File: src/rtl/gpirq_pkg.sv
package gpirq_pkg;

  localparam int unsigned ADDR_W = 8;

  localparam logic [ADDR_W-1:0] OFS_DATA  = 8'h00;
  localparam logic [ADDR_W-1:0] OFS_DIR   = 8'h10;
  localparam logic [ADDR_W-1:0] OFS_SENSE = 8'h90;
  localparam logic [ADDR_W-1:0] OFS_POL   = 8'h94;
  localparam logic [ADDR_W-1:0] OFS_EOI   = 8'h98;
  localparam logic [ADDR_W-1:0] OFS_IEN   = 8'h9C;
  localparam logic [ADDR_W-1:0] OFS_STAT  = 8'hA0;
  localparam logic [ADDR_W-1:0] OFS_DBN   = 8'hA8;

  typedef enum logic [3:0] {
    SEL_NONE,
    SEL_DATA,
    SEL_DIR,
    SEL_SENSE,
    SEL_POL,
    SEL_EOI,
    SEL_IEN,
    SEL_STAT,
    SEL_DBN
  } reg_sel_e;

  function automatic reg_sel_e decode_addr(input logic [ADDR_W-1:0] a);
    case (a)
      OFS_DATA:  return SEL_DATA;
      OFS_DIR:   return SEL_DIR;
      OFS_SENSE: return SEL_SENSE;
      OFS_POL:   return SEL_POL;
      OFS_EOI:   return SEL_EOI;
      OFS_IEN:   return SEL_IEN;
      OFS_STAT:  return SEL_STAT;
      OFS_DBN:   return SEL_DBN;
      default:   return SEL_NONE;
    endcase
  endfunction

  // active level: pol=1 means high is active, pol=0 means low is active
  function automatic logic level_active(input logic v, input logic pol);
    return pol ? v : ~v;
  endfunction

  // qualifying transition: input moved and now sits at the active level
  function automatic logic edge_seen(input logic prev, input logic cur, input logic pol);
    return (prev != cur) && (cur == pol);
  endfunction

endpackage

File: src/rtl/gpirq_sync.sv
module gpirq_sync #(
  parameter int unsigned WIDTH = 8
) (
  input  logic             clk,
  input  logic             rst_n,
  input  logic [WIDTH-1:0] async_in,
  output logic [WIDTH-1:0] sync_out
);

  logic [WIDTH-1:0] stage1_q;
  logic [WIDTH-1:0] stage2_q;

  always_ff @(posedge clk or negedge rst_n) begin
    if (!rst_n) begin
      stage1_q <= '0;
      stage2_q <= '0;
    end else begin
      stage1_q <= async_in;
      stage2_q <= stage1_q;
    end
  end

  assign sync_out = stage2_q;

endmodule

File: src/rtl/gpirq_filter.sv
module gpirq_filter #(
  parameter int unsigned WIDTH    = 8,
  parameter int unsigned DB_TICKS = 4
) (
  input  logic             clk,
  input  logic             rst_n,
  input  logic [WIDTH-1:0] sync_in,
  input  logic [WIDTH-1:0] dbn_en,
  output logic [WIDTH-1:0] filt_q,
  output logic [WIDTH-1:0] level_out
);

  localparam int unsigned CNT_W = (DB_TICKS > 1) ? $clog2(DB_TICKS) : 1;
  localparam logic [CNT_W-1:0] CNT_LAST = CNT_W'(DB_TICKS - 1);

  for (genvar g = 0; g < WIDTH; g++) begin : g_pin
    logic [CNT_W-1:0] cnt_q;
    logic             flt_q;
    logic             differs;

    assign differs = sync_in[g] != flt_q;

    always_ff @(posedge clk or negedge rst_n) begin
      if (!rst_n) begin
        cnt_q <= '0;
        flt_q <= 1'b0;
      end else if (!dbn_en[g]) begin
        // filter disabled: track the raw level so enabling it is glitch-free
        cnt_q <= '0;
        flt_q <= sync_in[g];
      end else if (!differs) begin
        cnt_q <= '0;
      end else if (cnt_q == CNT_LAST) begin
        cnt_q <= '0;
        flt_q <= sync_in[g];
      end else begin
        cnt_q <= cnt_q + 1'b1;
      end
    end

    assign filt_q[g]    = flt_q;
    assign level_out[g] = dbn_en[g] ? flt_q : sync_in[g];
  end

endmodule

File: src/rtl/gpirq_detect.sv
module gpirq_detect #(
  parameter int unsigned WIDTH = 8
) (
  input  logic             clk,
  input  logic             rst_n,
  input  logic [WIDTH-1:0] level_in,
  input  logic [WIDTH-1:0] sense_edge,
  input  logic [WIDTH-1:0] pol_high,
  input  logic [WIDTH-1:0] eoi_clr,
  output logic [WIDTH-1:0] edge_evt,
  output logic [WIDTH-1:0] latch_q,
  output logic [WIDTH-1:0] raw_pend
);

  import gpirq_pkg::*;

  logic [WIDTH-1:0] prev_q;

  always_ff @(posedge clk or negedge rst_n) begin
    if (!rst_n) begin
      prev_q <= '0;
    end else begin
      prev_q <= level_in;
    end
  end

  for (genvar g = 0; g < WIDTH; g++) begin : g_pin
    assign edge_evt[g] = sense_edge[g] & edge_seen(prev_q[g], level_in[g], pol_high[g]);

    // a new edge takes priority over a simultaneous clear
    always_ff @(posedge clk or negedge rst_n) begin
      if (!rst_n) begin
        latch_q[g] <= 1'b0;
      end else begin
        latch_q[g] <= sense_edge[g] & (edge_evt[g] | (latch_q[g] & ~eoi_clr[g]));
      end
    end

    assign raw_pend[g] = sense_edge[g] ? latch_q[g]
                                       : level_active(level_in[g], pol_high[g]);
  end

endmodule

File: src/rtl/gpirq_regs.sv
module gpirq_regs #(
  parameter int unsigned WIDTH = 8
) (
  input  logic                            clk,
  input  logic                            rst_n,
  input  logic                            bus_we,
  input  logic [gpirq_pkg::ADDR_W-1:0]    bus_addr,
  input  logic [WIDTH-1:0]                bus_wdata,
  output logic [WIDTH-1:0]                bus_rdata,
  input  logic [WIDTH-1:0]                sync_in,
  input  logic [WIDTH-1:0]                status,
  output logic [WIDTH-1:0]                data_q,
  output logic [WIDTH-1:0]                dir_q,
  output logic [WIDTH-1:0]                sense_q,
  output logic [WIDTH-1:0]                pol_q,
  output logic [WIDTH-1:0]                ien_q,
  output logic [WIDTH-1:0]                dbn_q,
  output logic [WIDTH-1:0]                eoi_pulse
);

  import gpirq_pkg::*;

  reg_sel_e sel;
  assign sel = decode_addr(bus_addr);

  always_ff @(posedge clk or negedge rst_n) begin
    if (!rst_n) begin
      data_q  <= '0;
      dir_q   <= '0;
      sense_q <= '0;
      pol_q   <= '0;
      ien_q   <= '0;
      dbn_q   <= '0;
    end else if (bus_we) begin
      case (sel)
        SEL_DATA:  data_q  <= bus_wdata;
        SEL_DIR:   dir_q   <= bus_wdata;
        SEL_SENSE: sense_q <= bus_wdata;
        SEL_POL:   pol_q   <= bus_wdata;
        SEL_IEN:   ien_q   <= bus_wdata;
        SEL_DBN:   dbn_q   <= bus_wdata;
        default:   ;
      endcase
    end
  end

  assign eoi_pulse = (bus_we && sel == SEL_EOI) ? bus_wdata : '0;

  always_comb begin
    case (sel)
      SEL_DATA:  bus_rdata = (dir_q & data_q) | (~dir_q & sync_in);
      SEL_DIR:   bus_rdata = dir_q;
      SEL_SENSE: bus_rdata = sense_q;
      SEL_POL:   bus_rdata = pol_q;
      SEL_IEN:   bus_rdata = ien_q;
      SEL_STAT:  bus_rdata = status;
      SEL_DBN:   bus_rdata = dbn_q;
      default:   bus_rdata = '0;
    endcase
  end

endmodule

File: src/rtl/gpirq_port.sv
module gpirq_port #(
  parameter int unsigned WIDTH    = 8,
  parameter int unsigned DB_TICKS = 4
) (
  input  logic                         clk,
  input  logic                         rst_n,
  input  logic                         bus_we,
  input  logic [gpirq_pkg::ADDR_W-1:0] bus_addr,
  input  logic [WIDTH-1:0]             bus_wdata,
  output logic [WIDTH-1:0]             bus_rdata,
  input  logic [WIDTH-1:0]             pin_in,
  output logic [WIDTH-1:0]             pin_out,
  output logic [WIDTH-1:0]             pin_oe,
  output logic [WIDTH-1:0]             irq_status,
  output logic                         irq_out
);

  // named internal events, also observed by the bound checker
  logic [WIDTH-1:0] sync_lvl;
  logic [WIDTH-1:0] filt_lvl;
  logic [WIDTH-1:0] use_lvl;
  logic [WIDTH-1:0] sense_bits;
  logic [WIDTH-1:0] pol_bits;
  logic [WIDTH-1:0] ien_bits;
  logic [WIDTH-1:0] dbn_bits;
  logic [WIDTH-1:0] eoi_clr;
  logic [WIDTH-1:0] edge_evt;
  logic [WIDTH-1:0] edge_latch;
  logic [WIDTH-1:0] raw_pend;

  gpirq_sync #(.WIDTH(WIDTH)) u_sync (
    .clk      (clk),
    .rst_n    (rst_n),
    .async_in (pin_in),
    .sync_out (sync_lvl)
  );

  gpirq_filter #(.WIDTH(WIDTH), .DB_TICKS(DB_TICKS)) u_filter (
    .clk       (clk),
    .rst_n     (rst_n),
    .sync_in   (sync_lvl),
    .dbn_en    (dbn_bits),
    .filt_q    (filt_lvl),
    .level_out (use_lvl)
  );

  gpirq_detect #(.WIDTH(WIDTH)) u_detect (
    .clk        (clk),
    .rst_n      (rst_n),
    .level_in   (use_lvl),
    .sense_edge (sense_bits),
    .pol_high   (pol_bits),
    .eoi_clr    (eoi_clr),
    .edge_evt   (edge_evt),
    .latch_q    (edge_latch),
    .raw_pend   (raw_pend)
  );

  gpirq_regs #(.WIDTH(WIDTH)) u_regs (
    .clk       (clk),
    .rst_n     (rst_n),
    .bus_we    (bus_we),
    .bus_addr  (bus_addr),
    .bus_wdata (bus_wdata),
    .bus_rdata (bus_rdata),
    .sync_in   (sync_lvl),
    .status    (irq_status),
    .data_q    (pin_out),
    .dir_q     (pin_oe),
    .sense_q   (sense_bits),
    .pol_q     (pol_bits),
    .ien_q     (ien_bits),
    .dbn_q     (dbn_bits),
    .eoi_pulse (eoi_clr)
  );

  assign irq_status = raw_pend & ien_bits;
  assign irq_out    = |irq_status;

endmodule

File: config.mk
export PLATFORM = sky130hd
export DESIGN_NAME = gpirq_port
export DESIGN_NICKNAME = d
export VERILOG_FILES = /design/src/rtl/gpirq_pkg.sv /design/src/rtl/gpirq_sync.sv /design/src/rtl/gpirq_filter.sv /design/src/rtl/gpirq_detect.sv /design/src/rtl/gpirq_regs.sv /design/src/rtl/gpirq_port.sv
export SDC_FILE = /design/constraint.sdc
export NUM_CORES = 1
export LEC_CHECK = 0
export CAP_MARGIN = 20
export CORE_UTILIZATION = 60
export DETAILED_ROUTE_END_ITERATION = 10
export MAX_ROUTING_LAYER = met4
export PLACE_DENSITY = 0.84
export RECOVER_POWER = 25
export SLEW_MARGIN = 20
export SYNTH_ARGS = -nofsm -noshare
export SYNTH_HDL_FRONTEND = slang
export SYNTH_SLANG_ARGS = --single-unit
File: constraint.sdc
create_clock -name clk -period 4.8 [get_ports clk]
set_input_delay 1.44 -clock clk [delete_from_list [all_inputs] [get_ports clk]]
set_output_delay 1.44 -clock clk [all_outputs]
set_load 0.05 [all_outputs]
==> summary by stage, run 1 <==
Status
The flow ran to the end, and the final reports show no timing, DRC or antenna violations.

Yosys
The cell count after synthesis came out at 404. The sequential fraction of the synthesis area is 53.2%. For this run, the number of Yosys warnings is 0.

The post-synthesis share of cell area spent on and, or, nand and nor gates is 11.1%. The count of flip-flops with a built-in enable after synthesis is 0. The area share of the largest cell type after synthesis is 53.2%. The synthesized netlist devotes 3.04% of its cell area to XOR and XNOR gates. The commonest cells after synthesis are sky130_fd_sc_hd__dfrtp_1, sky130_fd_sc_hd__mux2_2, sky130_fd_sc_hd__nor2_1, sky130_fd_sc_hd__o21ai_0, sky130_fd_sc_hd__nand2_1. Counting distinct cell types in the post-synthesis netlist gives 41. By area, the combinational part of the netlist is dominated by multiplexers. Ranked by total cell area, the synthesized netlist is headed by sky130_fd_sc_hd__dfrtp_1, sky130_fd_sc_hd__mux2_2, sky130_fd_sc_hd__mux2i_1, sky130_fd_sc_hd__xnor2_1, sky130_fd_sc_hd__o21ai_0. The synthesized design contains 104 register bits. The most repeated cell in the gate-level netlist after synthesis is sky130_fd_sc_hd__dfrtp_1.

The fraction of the mapped netlist area in compound gates is 8.62%. The post-synthesis share of cell area spent on full adders, half adders and majority gates is 2.05%. The largest area contributor in the netlist is sky130_fd_sc_hd__dfrtp_1. The number of nets handed over by synthesis was 439.

The most used flip-flop cell after synthesis is sky130_fd_sc_hd__dfrtp_1. Counting flops with an async set or reset pin after synthesis yields a share of 100%. In the synthesized netlist, mux cells make up 20.1% of the area. The post-synthesis average cell area is 12.1 sq um. In this run the cell area of the synthesized design comes to 0.00489 sq mm.

Clock network
The latest clock arrival within the worst-skew pair is 370 ps. The cell sitting at the root of the clock tree is a sky130_fd_sc_hd__clkbuf_8. The tree built by TritonCTS fans out to 104 sinks. After clock tree synthesis, the clock-pin slew on the worst setup and hold paths is 100 ps. The maximum count of clock buffers along a single path is 2.

The TritonCTS clock tree is built. The H-tree was split into 3 levels. The TritonCTS buffer count is 9.

Finish
The fraction of final layout cells sized beyond drive strength 1 is 27.7%. Cells fill 78.7% of the core in the end. The number of filler instances in the final layout is 501. At the end of the flow, the number of nets in the layout was 535. The synthesis-to-layout area growth is 25.6%. The number of diodes added for antenna fixing is 0.

Critical path
The cell count of the worst reg-to-reg path is 5. The worst endpoint data arrival time is 3310 ps. The critical path goes through clkdlybuf4s50_1 -> and3b_1 -> o21ai_1 -> a21oi_2 -> buf_6 -> mux2i_1 -> o21ai_1 -> buf_4 -> buf_12. The nature of the critical path startpoint is an input pin. The kind of end point of the critical path is an output port. The critical path is of the input pin to output port type. The required arrival time at the worst endpoint is 3360 ps. The largest incremental delay on the critical path is 530 ps. The start of the worst register-to-register path is u_regs.dbn_q[1]. Setup slack on the worst reg-to-reg path comes out at 3430 ps.

The most numerous cell type found on the critical path is sky130_fd_sc_hd__o21ai_1. The worst register-to-register path ends at u_detect.latch_q[1]. Along the worst path, the maximum fanout reaches 5. The standard cell with the maximum stage delay on the critical path is sky130_fd_sc_hd__clkdlybuf4s50_1.

Timing
Headroom to the max-slew limit came out at 30.2%. The final critical path takes up 99.0% of the cycle. Across all hold checks on the routed design, the worst slack comes to 358 ps.

The largest clock skew in the final design is 9.15 ps. The number of failing hold endpoints at the final stage is 0. Setup repair after global routing left no endpoint under its margin. The max-slew violation count is 0. The maximum frequency from static timing analysis is 0.210 GHz.

The number of setup violations in the final report is 0. After layout, the minimum clock period comes to 4750 ps. For the pin with the worst max-slew slack, the measured transition is 1050 ps.

Route
The top layer used by detailed routing is met4. The routed design uses 5510 um of met2 wire. The iteration-0 DRC count of the detailed router is 349. The total routed wirelength is 11200 um.

The first-pass iteration count of the detailed router is 5. The detailed router placed 3566 vias in this run. After detailed routing, the number of remaining DRC violations is 0. The final routed wire length divided by cell count is 18.4 um. The post-detailed-route via-to-cell ratio is 5.87. The wire length on met3 is 828 um. After detailed routing, the wire length on met1 is 4650 um. In this run the remaining antenna-violating nets after routing total 0.

Global routing
The first-pass GRT wire length is 17900 um. The via count of the first global-routing pass is 3628. Entering global routing, the biggest net connects 44 pins. The number of antenna violations at the first check in global routing came to 0. The remaining global-route overflow is 0. Global routing used 28.7% of the available tracks.

Floorplan
The total die area is 0.00852 sq mm. The floorplan has 32 rows. The area of the core is 0.00781 sq mm. The die span in x is 92.3 um. For this design the top-level I/O count stands at 60. The die span in y is 92.3 um. For this configuration, the core starts out at a cell density of 62.7%.

Pwr
In this run the power density over the cells is 278 mW/mm^2. The worst-case vdd ir drop is 163 uV. The overall power after layout is 1.71 mW. The leakage power is 2.82 nW.

Flow run
Max-cap violations in this run came to 0.

Hold path
The path class of the tightest hold or removal check is flop to flop. The beginning of the worst hold path is u_sync.stage1_q[7]. The number of instances on the worst hold path is 0. For hold timing, the worst endpoint is u_sync.sync_out[7].

Placement
Input and output buffers added on the ports amount to 59. The detailed placement HPWL is 7790 um. The weighted congestion reported at the end of routability-driven placement is 0.870.
layer usage:
metal | vias up | GRT usage, %
met5 | - | -
met4 | 0 | 7.81
met3 | 29 | 5.83
met2 | 154 | 45.8
met1 | 1756 | 37.8
li1 | 1627 | -
critical path, delay by kind of cell:
kind                   cells  cell delay (ps)
muxes                      1              250
AOI/OAI and AO/OA          3              420
and+or+nand+nor            1              210
buffers and inverters      4              990
metrics by stage:
step	instances	worst slack, ps	TNS, ps	cell area (sq um)
6_report	607	47.3	0	6140
5_1_grt	607	1.69	0	6140
4_1_cts	602	4.32	0	6070
3_5_place_dp	585	-120	-836	5850
3_3_place_gp	585	-23.7	-111	5850
2_1_floorplan	404	-19.5	-156	4890
how the worst max path moves through the flow:
stage                     slack, ps            to  depth (start not counted)        start
after floorplan                 -20  bus_rdata[0]                          4  bus_addr[6]
after global placement          -20  bus_rdata[6]                          8  bus_addr[5]
after detailed placement       -120  bus_rdata[7]                          8  bus_addr[5]
after CTS                         4  bus_rdata[1]                         10  bus_addr[4]
after global routing              2  bus_rdata[1]                          9  bus_addr[7]
final                            50  bus_rdata[5]                          9  bus_addr[7]
power breakdown:
group	internal (mW)	switching [mW]
sequential	0.915	0.0399
combinational	0.102	0.111
clock	0.237	0.305
cells in the final DEF, fill, tap and decap left out, types with 6 or more instances in the layout:
cell / synthesis / final
sky130_fd_sc_hd__buf_6: 1 / 7
sky130_fd_sc_hd__xnor2_1: 16 / 16
sky130_fd_sc_hd__mux2i_1: 17 / 16
sky130_fd_sc_hd__buf_12: 0 / 8
sky130_fd_sc_hd__a22o_1: 8 / 8
sky130_fd_sc_hd__buf_4: 1 / 24
sky130_fd_sc_hd__nor2_1: 28 / 27
sky130_fd_sc_hd__a21oi_1: 19 / 19
sky130_fd_sc_hd__nand2b_1: 9 / 8
sky130_fd_sc_hd__o21ai_0: 25 / 21
sky130_fd_sc_hd__nor2b_1: 8 / 8
sky130_fd_sc_hd__mux2_2: 71 / 71
sky130_fd_sc_hd__dlymetal6s2s_1: 0 / 6
sky130_fd_sc_hd__a21boi_0: 6 / 6
sky130_fd_sc_hd__nor3b_1: 8 / 8
sky130_fd_sc_hd__a221oi_1: 8 / 8
sky130_fd_sc_hd__nand2_1: 22 / 22
sky130_fd_sc_hd__clkbuf_8: 0 / 12
sky130_fd_sc_hd__dfrtp_1: 104 / 104
sky130_fd_sc_hd__ha_1: 8 / 8
sky130_fd_sc_hd__clkdlybuf4s50_1: 0 / 43
sky130_fd_sc_hd__inv_1: 16 / 16
state kept, by name, summed over array words and instances (netlist names):
signal and flops:
u_regs.pol_q 8, u_regs.dbn_q 8, u_sync.sync_out 8, u_regs.dir_q 8
u_detect.latch_q 8, u_regs.data_q 8, u_regs.ien_q 8, u_filter.g_pin.flt_q 8
u_detect.prev_q 8, u_regs.sense_q 8, u_sync.stage1_q 8, u_filter.g_pin.cnt_q 16
cell families (layout without fill, tap and decap cells):
family,Yosys count,in the layout
AND/OR/NAND/NOR,96,96
multiplexers,89,89
buffers and inverters,22,123
flip-flops,104,104
adder cells (fa/ha/maj),8,8
AO/OA/AOI/OAI,68,68
XOR/XNOR,17,17
timing repair:
item	CTS	global route
pin swaps	2	4
gates cloned	0	1
hold endpoints to repair	0	0
gates resized for setup	11	13
setup endpoints to repair	8	8
hold buffers	0	0
buffers inserted	1	4
cell type report:
cell class              count  area (sq um)  area share [%]
multi-input cells         278          2210            36.0
inverters                  16          60.1           0.978
clock buffers              12           165            2.69
repair buffers             91           942            15.3
flip-flops and latches    104          2600            42.4
clock inverters             4          35.0           0.570
well taps                 102           128            2.08
(Power assumes the default switching activity.)
==> run 2: changes to the inputs <==
- CTS_CLUSTER_SIZE: not set -> 28
- DONT_BUFFER_PORTS: not set -> 1
- PLACE_DENSITY: 0.84 -> 0.75
- SLEW_MARGIN: 20 -> 10
==> summary by stage, run 2 (same netlist as run 1, synthesis figures left out) <==
Finish
The share of the core filled with cells in the final layout is 68.5% (-10 points). The synthesis-to-layout area growth is 9.31%. The fraction of final layout cells sized beyond drive strength 1 is 26.6% (-1.1 points).

The number of diodes added for antenna fixing is 0 (unchanged). The number of filler instances in the final layout is 601 (+20%). The final net count is 466 (-13%). The register containing the most flip-flops in the final layout is u_filter.g_pin.cnt_q.

In the layout the commonest cells are sky130_fd_sc_hd__dfrtp_1, sky130_fd_sc_hd__mux2_2, sky130_fd_sc_hd__nor2_1, sky130_fd_sc_hd__nand2_1, sky130_fd_sc_hd__buf_4. The flip-flop count of the largest register, all copies and words added is 16 (unchanged). Leaving out fill and tap cells, the most frequent cell in the layout is sky130_fd_sc_hd__dfrtp_1.

Timing
Setup repair after global routing left no endpoint under its margin. The number of setup violations in the final report is 0 (unchanged). The largest clock skew in the final design was 7.98 ps (-1.17 ps). The final cycle utilization of the critical path came to 94.3% (-4.7 points). The final hold slack was 354 ps (-3.85 ps).

The max-slew violation count was 0 (unchanged). The number of failing hold endpoints at the final stage is 0 (unchanged). The maximum frequency from static timing analysis is 0.221 GHz (+4.9%). The final sum of negative setup slack was 0 ps (unchanged). The pin slew with the least headroom to its limit is 842 ps (-205 ps). The final critical path time including I/O delays and setup came to 4530 ps (-224 ps). The relative slew slack is 43.7% (+14 points).

Route
The iteration-0 DRC count of the detailed router was 164 (-53%). The final routed wire length divided by cell count is 18.7 um (+1.4%). The via count is 3204 (-10%).

The DRC violation count after routing was 0 (unchanged). The post-detailed-route via-to-cell ratio is 5.96 (+1.4%). The total routed wirelength is 10100 um (-10%). The first-pass iteration count of the detailed router is 4 (-1). The remaining antenna violation count is 0 (unchanged).

Hold path
The type of the most critical hold path is flop to flop. The startpoint identified for the worst hold timing path is u_sync.stage1_q[0]. The end point of the worst hold path is u_sync.sync_out[0].

The number of instances on the worst hold path came to 0 (unchanged).

Global routing
The remaining global-route overflow was 0 (unchanged). The via count of the first global-routing pass is 3222 (-11%). The number of antenna violations at the first check in global routing came to 0 (unchanged).

The total routing usage reported by global routing is 26.0% (-2.7 points). The largest net degree at the start of global routing was 105 (+140%). The first-pass GRT wire length is 16300 um (-9.1%).

Clock network
The post-cts repair resize count is 0 (-11). The latest clock arrival within the worst-skew pair came to 360 ps (about the same). The TritonCTS buffer count came to 9 (unchanged).

The count of buffers added by post-CTS timing repair for setup came to 0 (-1). The maximum count of clock buffers along a single path is 2 (unchanged). The H-tree level count is 3 (unchanged).

The quantity of hold-fixing buffers added after cts is 0 (unchanged). The clock transition time at the flip-flop clock pins of the worst setup and hold paths came to 90 ps (about the same). In this run the clock root is driven by a sky130_fd_sc_hd__clkbuf_8. TritonCTS built the clock tree.

The number of clock sinks came to 104 (unchanged).

Pwr
The power per cell area was 306 mW/mm^2 (+9.9%). The leakage power was 2.45 nW (-13%). The overall power after layout was 1.63 mW (-4.3%).

The worst-case vdd ir drop came to 199 uV (+22%).

Critical path
The worst-case register-to-register setup slack is 3460 ps (+30 ps). The required arrival time at the worst endpoint is 3360 ps (about the same). The endpoint identified for the worst register-to-register timing path is u_detect.latch_q[2]. The nature of the critical path startpoint is an input pin. The largest fanout on the critical path is 7 (+2). The worst setup path is of the input pin to output port kind. The kind of end point of the critical path is an output port. The start of the worst register-to-register path is u_regs.dbn_q[2]. The worst endpoint data arrival time is 3090 ps (-220 ps). The cell count of the worst reg-to-reg path came to 5 (unchanged).

Floorplan
The die span in x is 92.3 um (unchanged). The area of the core came to 0.00781 sq mm (unchanged). The number of placement rows is 32 (unchanged).

The die span in y came to 92.3 um (unchanged). The total I/O pin count is 60 (unchanged). The total die area is 0.00852 sq mm (unchanged).

The initial core utilization came to 62.7% (unchanged).

Status
The run finished with clean final reports.

Placement
The detailed placement HPWL is 6940 um (-11%). The port buffer count is 0 (-100%). The weighted congestion reported at the end of routability-driven placement was 0.928 (+6.7%).

Flow run
The max-capacitance violation count is 0 (unchanged).
run 2: layer usage:
metal	routed length, um	track usage (%)	vias to the layer above	part of all wire (%)
met1	4270	35.3	1586	42
met3	784	6.49	16	7.8
li1	-	-	1496	-
met2	4850	39.9	106	48
met4	149	6.25	0	1.5
met5	0	-	-	0
run 2: area by class of cell:
class,count,area (sq um),share of cell area [%]
timing repair buffer,22,165,3.09
clock buffer,12,145,2.71
clock inverter,4,53.8,1.01
tap,102,128,2.39
inverter,16,60.1,1.12
sequential,104,2600,48.7
multi-input combinational,278,2190,41.0
run 2: worst max path at each step:
| stage | startpoint | endpoint | slack [ps] | depth (start not counted) |
|---|---|---|---|---|
| 2_1_floorplan | bus_addr[6] | bus_rdata[0] | -20 | 4 |
| 3_5_place_dp | bus_addr[6] | bus_rdata[7] | 260 | 7 |
| 3_3_place_gp | bus_addr[6] | bus_rdata[7] | 270 | 7 |
| 4_1_cts | bus_addr[6] | bus_rdata[7] | 250 | 7 |
| 6_report | bus_addr[6] | bus_rdata[7] | 270 | 7 |
| 5_1_grt | bus_addr[6] | bus_rdata[7] | 210 | 7 |
run 2: stage by stage:
step                setup slack, ps  std cells  cell area, sq um
CTS                             254        538              5350
global route                    214        538              5350
detailed placement              256        522              5150
floorplan                     -19.5        404              4890
global placement                269        522              5150
finish                          271        538              5350
run 2: worst max-delay path, cell delays in order:
cell	delay (ps)
sky130_fd_sc_hd__or3_4	400
sky130_fd_sc_hd__nor4_4	510
sky130_fd_sc_hd__buf_4	220
sky130_fd_sc_hd__a22o_1	110
sky130_fd_sc_hd__a221oi_1	50
sky130_fd_sc_hd__o21ai_1	120
sky130_fd_sc_hd__buf_4	230
run 2: where the power goes:
part | total [mW] | leakage [nW] | switching (mW) | internal, mW
clock network | 0.548 | 0.0928 | 0.291 | 0.257
registers | 0.978 | 1.37 | 0.0637 | 0.914
logic | 0.109 | 0.991 | 0.0454 | 0.0640
==> run 3: changes to the inputs <==
- DONT_BUFFER_PORTS: 1 -> not set
- PLACE_DENSITY: 0.75 -> 0.84
- clock period: 4.8 -> 5.5 ns (I/O delays scaled with it)
==> summary by stage, run 3 (same netlist as run 1, synthesis figures left out) <==
Timing
The final critical path time including I/O delays and setup is 5400 ps. The final critical path takes up 98.2% of the cycle. The number of failing hold endpoints at the final stage is 0 (unchanged). The relative slew slack is -19.9% (-64 points). The maximum frequency from static timing analysis is 0.185 GHz. The pin slew with the least headroom to its limit is 1800 ps (+957 ps).

The largest clock skew in the final design is 8.98 ps (+0.999 ps). The final sum of negative setup slack was 0 ps (unchanged). The max-slew violation count is 76 (+76). The number of setup violations in the final report is 0 (unchanged). Setup repair after global routing could not meet its margin everywhere.

The final worst slack was 98.6 ps (-173 ps).

Placement
The detailed placement HPWL came to 7470 um (+7.6%). The placed instance count is 567 (+8.6%). The post-placement worst setup slack is 103 ps (-153 ps). The weighted congestion reported at the end of routability-driven placement is 0.855 (-7.9%).

The port buffer count was 59 (+59). The post-place instance area came to 0.00571 sq mm (+11%).

Floorplan
The die span in x came to 92.3 um (unchanged). The initial core utilization was 62.7% (unchanged). The total die area is 0.00852 sq mm (unchanged). The total I/O pin count is 60 (unchanged). The die span in y is 92.3 um (unchanged). The number of placement rows is 32 (unchanged). The area of the core was 0.00781 sq mm (unchanged).

Route
The first-pass iteration count of the detailed router is 4 (unchanged). The final routed wire length divided by cell count is 18.0 um (-3.5%). The total routed wirelength was 10500 um (+4.6%).

The via count is 3486 (+8.8%). The post-detailed-route via-to-cell ratio was 5.98 (+0.40%). The remaining antenna violation count is 0 (unchanged). The iteration-0 DRC count of the detailed router is 166 (+1.2%). The DRC violation count after routing was 0 (unchanged).

Finish
The final net count is 511 (+9.7%). The number of cells in the finished layout apart from fillers was 583 (+8.4%). The synthesis-to-layout area growth is 21.5%. The flip-flop count of the largest register, all copies and words added was 16 (unchanged). Leaving out fill and tap cells, the most frequent cell in the layout is sky130_fd_sc_hd__dfrtp_1.

The register containing the most flip-flops in the final layout is u_filter.g_pin.cnt_q. The final non-filler cell area is 0.00594 sq mm (+11%). The fraction of final layout cells sized beyond drive strength 1 is 23.5% (-3.1 points). The number of diodes added for antenna fixing is 0 (unchanged). In the layout the commonest cells are sky130_fd_sc_hd__dfrtp_1, sky130_fd_sc_hd__mux2_2, sky130_fd_sc_hd__clkdlybuf4s50_1, sky130_fd_sc_hd__nor2_1.

Pwr
The overall power after layout is 1.55 mW (-4.9%). The power per cell area was 262 mW/mm^2 (-14%). The worst-case vdd ir drop is 174 uV (-13%). The leakage power is 2.65 nW (+8.2%).

Clock network
TritonCTS built the clock tree. The TritonCTS buffer count is 9 (unchanged). The buffer cell driving the clock tree root is sky130_fd_sc_hd__clkbuf_8. The maximum count of clock buffers along a single path is 2 (unchanged). The H-tree level count is 3 (unchanged).

The clock transition time at the flip-flop clock pins of the worst setup and hold paths is 100 ps (about the same). The quantity of hold-fixing buffers added after cts is 0 (unchanged). The number of clock sinks is 104 (unchanged).

The latest clock arrival within the worst-skew pair was 380 ps (+20 ps).

Critical path
The worst-case register-to-register setup slack was 4110 ps (+650 ps). STA classifies the critical path endpoint as an output port. The start point of the critical path is bus_addr[6]. The critical path capture point is bus_rdata[5]. The kind of cell with the highest combined delay along the critical path is simple AND/OR/NAND/NOR gates. STA classifies the critical path startpoint as an input pin. The largest incremental delay on the critical path is 440 ps (-70 ps). The logic depth of the worst setup path including buffers was 6 (-1). The class of the most critical setup path is input pin to output port. The start of the worst register-to-register path is u_regs.dbn_q[4]. The worst endpoint data arrival time came to 3750 ps (+660 ps). The largest fanout on the critical path is 8 (+1).

The slowest stage of the critical path belongs to the cell sky130_fd_sc_hd__o21ai_0. The cell count of the worst reg-to-reg path was 5 (unchanged). The required arrival time at the worst endpoint is 3850 ps (+490 ps). The number of buffers and inverters on the critical path is 2 (unchanged). Walking the worst path, the cells encountered are clkdlybuf4s50_1 -> or3_4 -> nor3_1 -> nand2_1 -> o21ai_0 -> buf_12.

The endpoint identified for the worst register-to-register timing path is u_detect.latch_q[4].

Flow run
The max-capacitance violation count is 1 (+1).

Hold path
The tightest min-delay check is of the flop to flop type. The number of instances on the worst hold path is 0 (unchanged).

Global routing
The first-pass GRT wire length is 17200 um (+6.0%). The via count of the first global-routing pass is 3538 (+9.8%). The total routing usage reported by global routing was 27.5% (+1.5 points).

The largest net degree at the start of global routing is 76 (-28%). The remaining global-route overflow is 0 (unchanged). The number of antenna violations at the first check in global routing came to 0 (unchanged).

Status
The checks that failed: max-capacitance violations, max-slew violations. The run finished, with violations left.
run 3: changes by cell type in the layout (fill, tap and decap cells not counted), sizes merged:
cell           before  now
buf                22   16
clkdlybuf4s50       0   42
inv                16   20
clkbuf             12   10
bufinv              1    2
dlygate4sd3         0    8
clkinvlp            2    0
run 3: per-layer routing:
| layer | track usage (%) | share of wire (%) | up-vias |
|---|---|---|---|
| li1 | - | - | 1592 |
| met1 | 34.9 | 44 | 1759 |
| met2 | 44.7 | 49 | 102 |
| met3 | 4.19 | 4.5 | 33 |
| met4 | 11.5 | 2.9 | 0 |
| met5 | - | 0 | - |
run 3: how the worst min path moves through the flow:
stage / from / slack [ps] / to
after floorplan: u_sync.stage1_q[0] / 330 / u_sync.sync_out[0]
after global placement: u_sync.stage1_q[1] / 330 / u_sync.sync_out[1]
after detailed placement: u_sync.stage1_q[1] / 340 / u_sync.sync_out[1]
after CTS: u_sync.stage1_q[1] / 360 / u_sync.sync_out[1]
after global routing: u_sync.stage1_q[7] / 370 / u_sync.sync_out[7]
final: u_sync.stage1_q[3] / 360 / u_sync.sync_out[3]
run 3: area by class of cell:
cell class / count / area, sq um
Sequential cell: 104 / 2600
Multi-Input combinational cell: 278 / 2190
Fill cell: 538 / 1870
Timing Repair Buffer: 67 / 726
Tap cell: 102 / 128
Clock buffer: 9 / 124
Clock inverter: 7 / 109
Inverter: 16 / 60.1
run 3: per-stage QoR:
| stage | utilization, % | hold WS (ps) |
|---|---|---|
| after global routing | 76.1 | 367 |
| after global placement | 73.2 | 333 |
| after floorplan | - | 331 |
| final | 76.1 | 358 |
| after CTS | 76.1 | 360 |
| after detailed placement | 73.2 | 337 |
run 3: power breakdown:
part | total [mW] | switching [mW] | internal [mW]
clock network | 0.547 | 0.280 | 0.267
logic | 0.174 | 0.0923 | 0.0819
registers | 0.833 | 0.0350 | 0.798
run 3: what timing repair did:
item / 4_1_cts / 5_1_grt
endpoints found under the hold margin: 0 / 0
resized for setup: 0 / 3
setup buffers: 0 / 0
endpoints found under the setup margin: 0 / 8
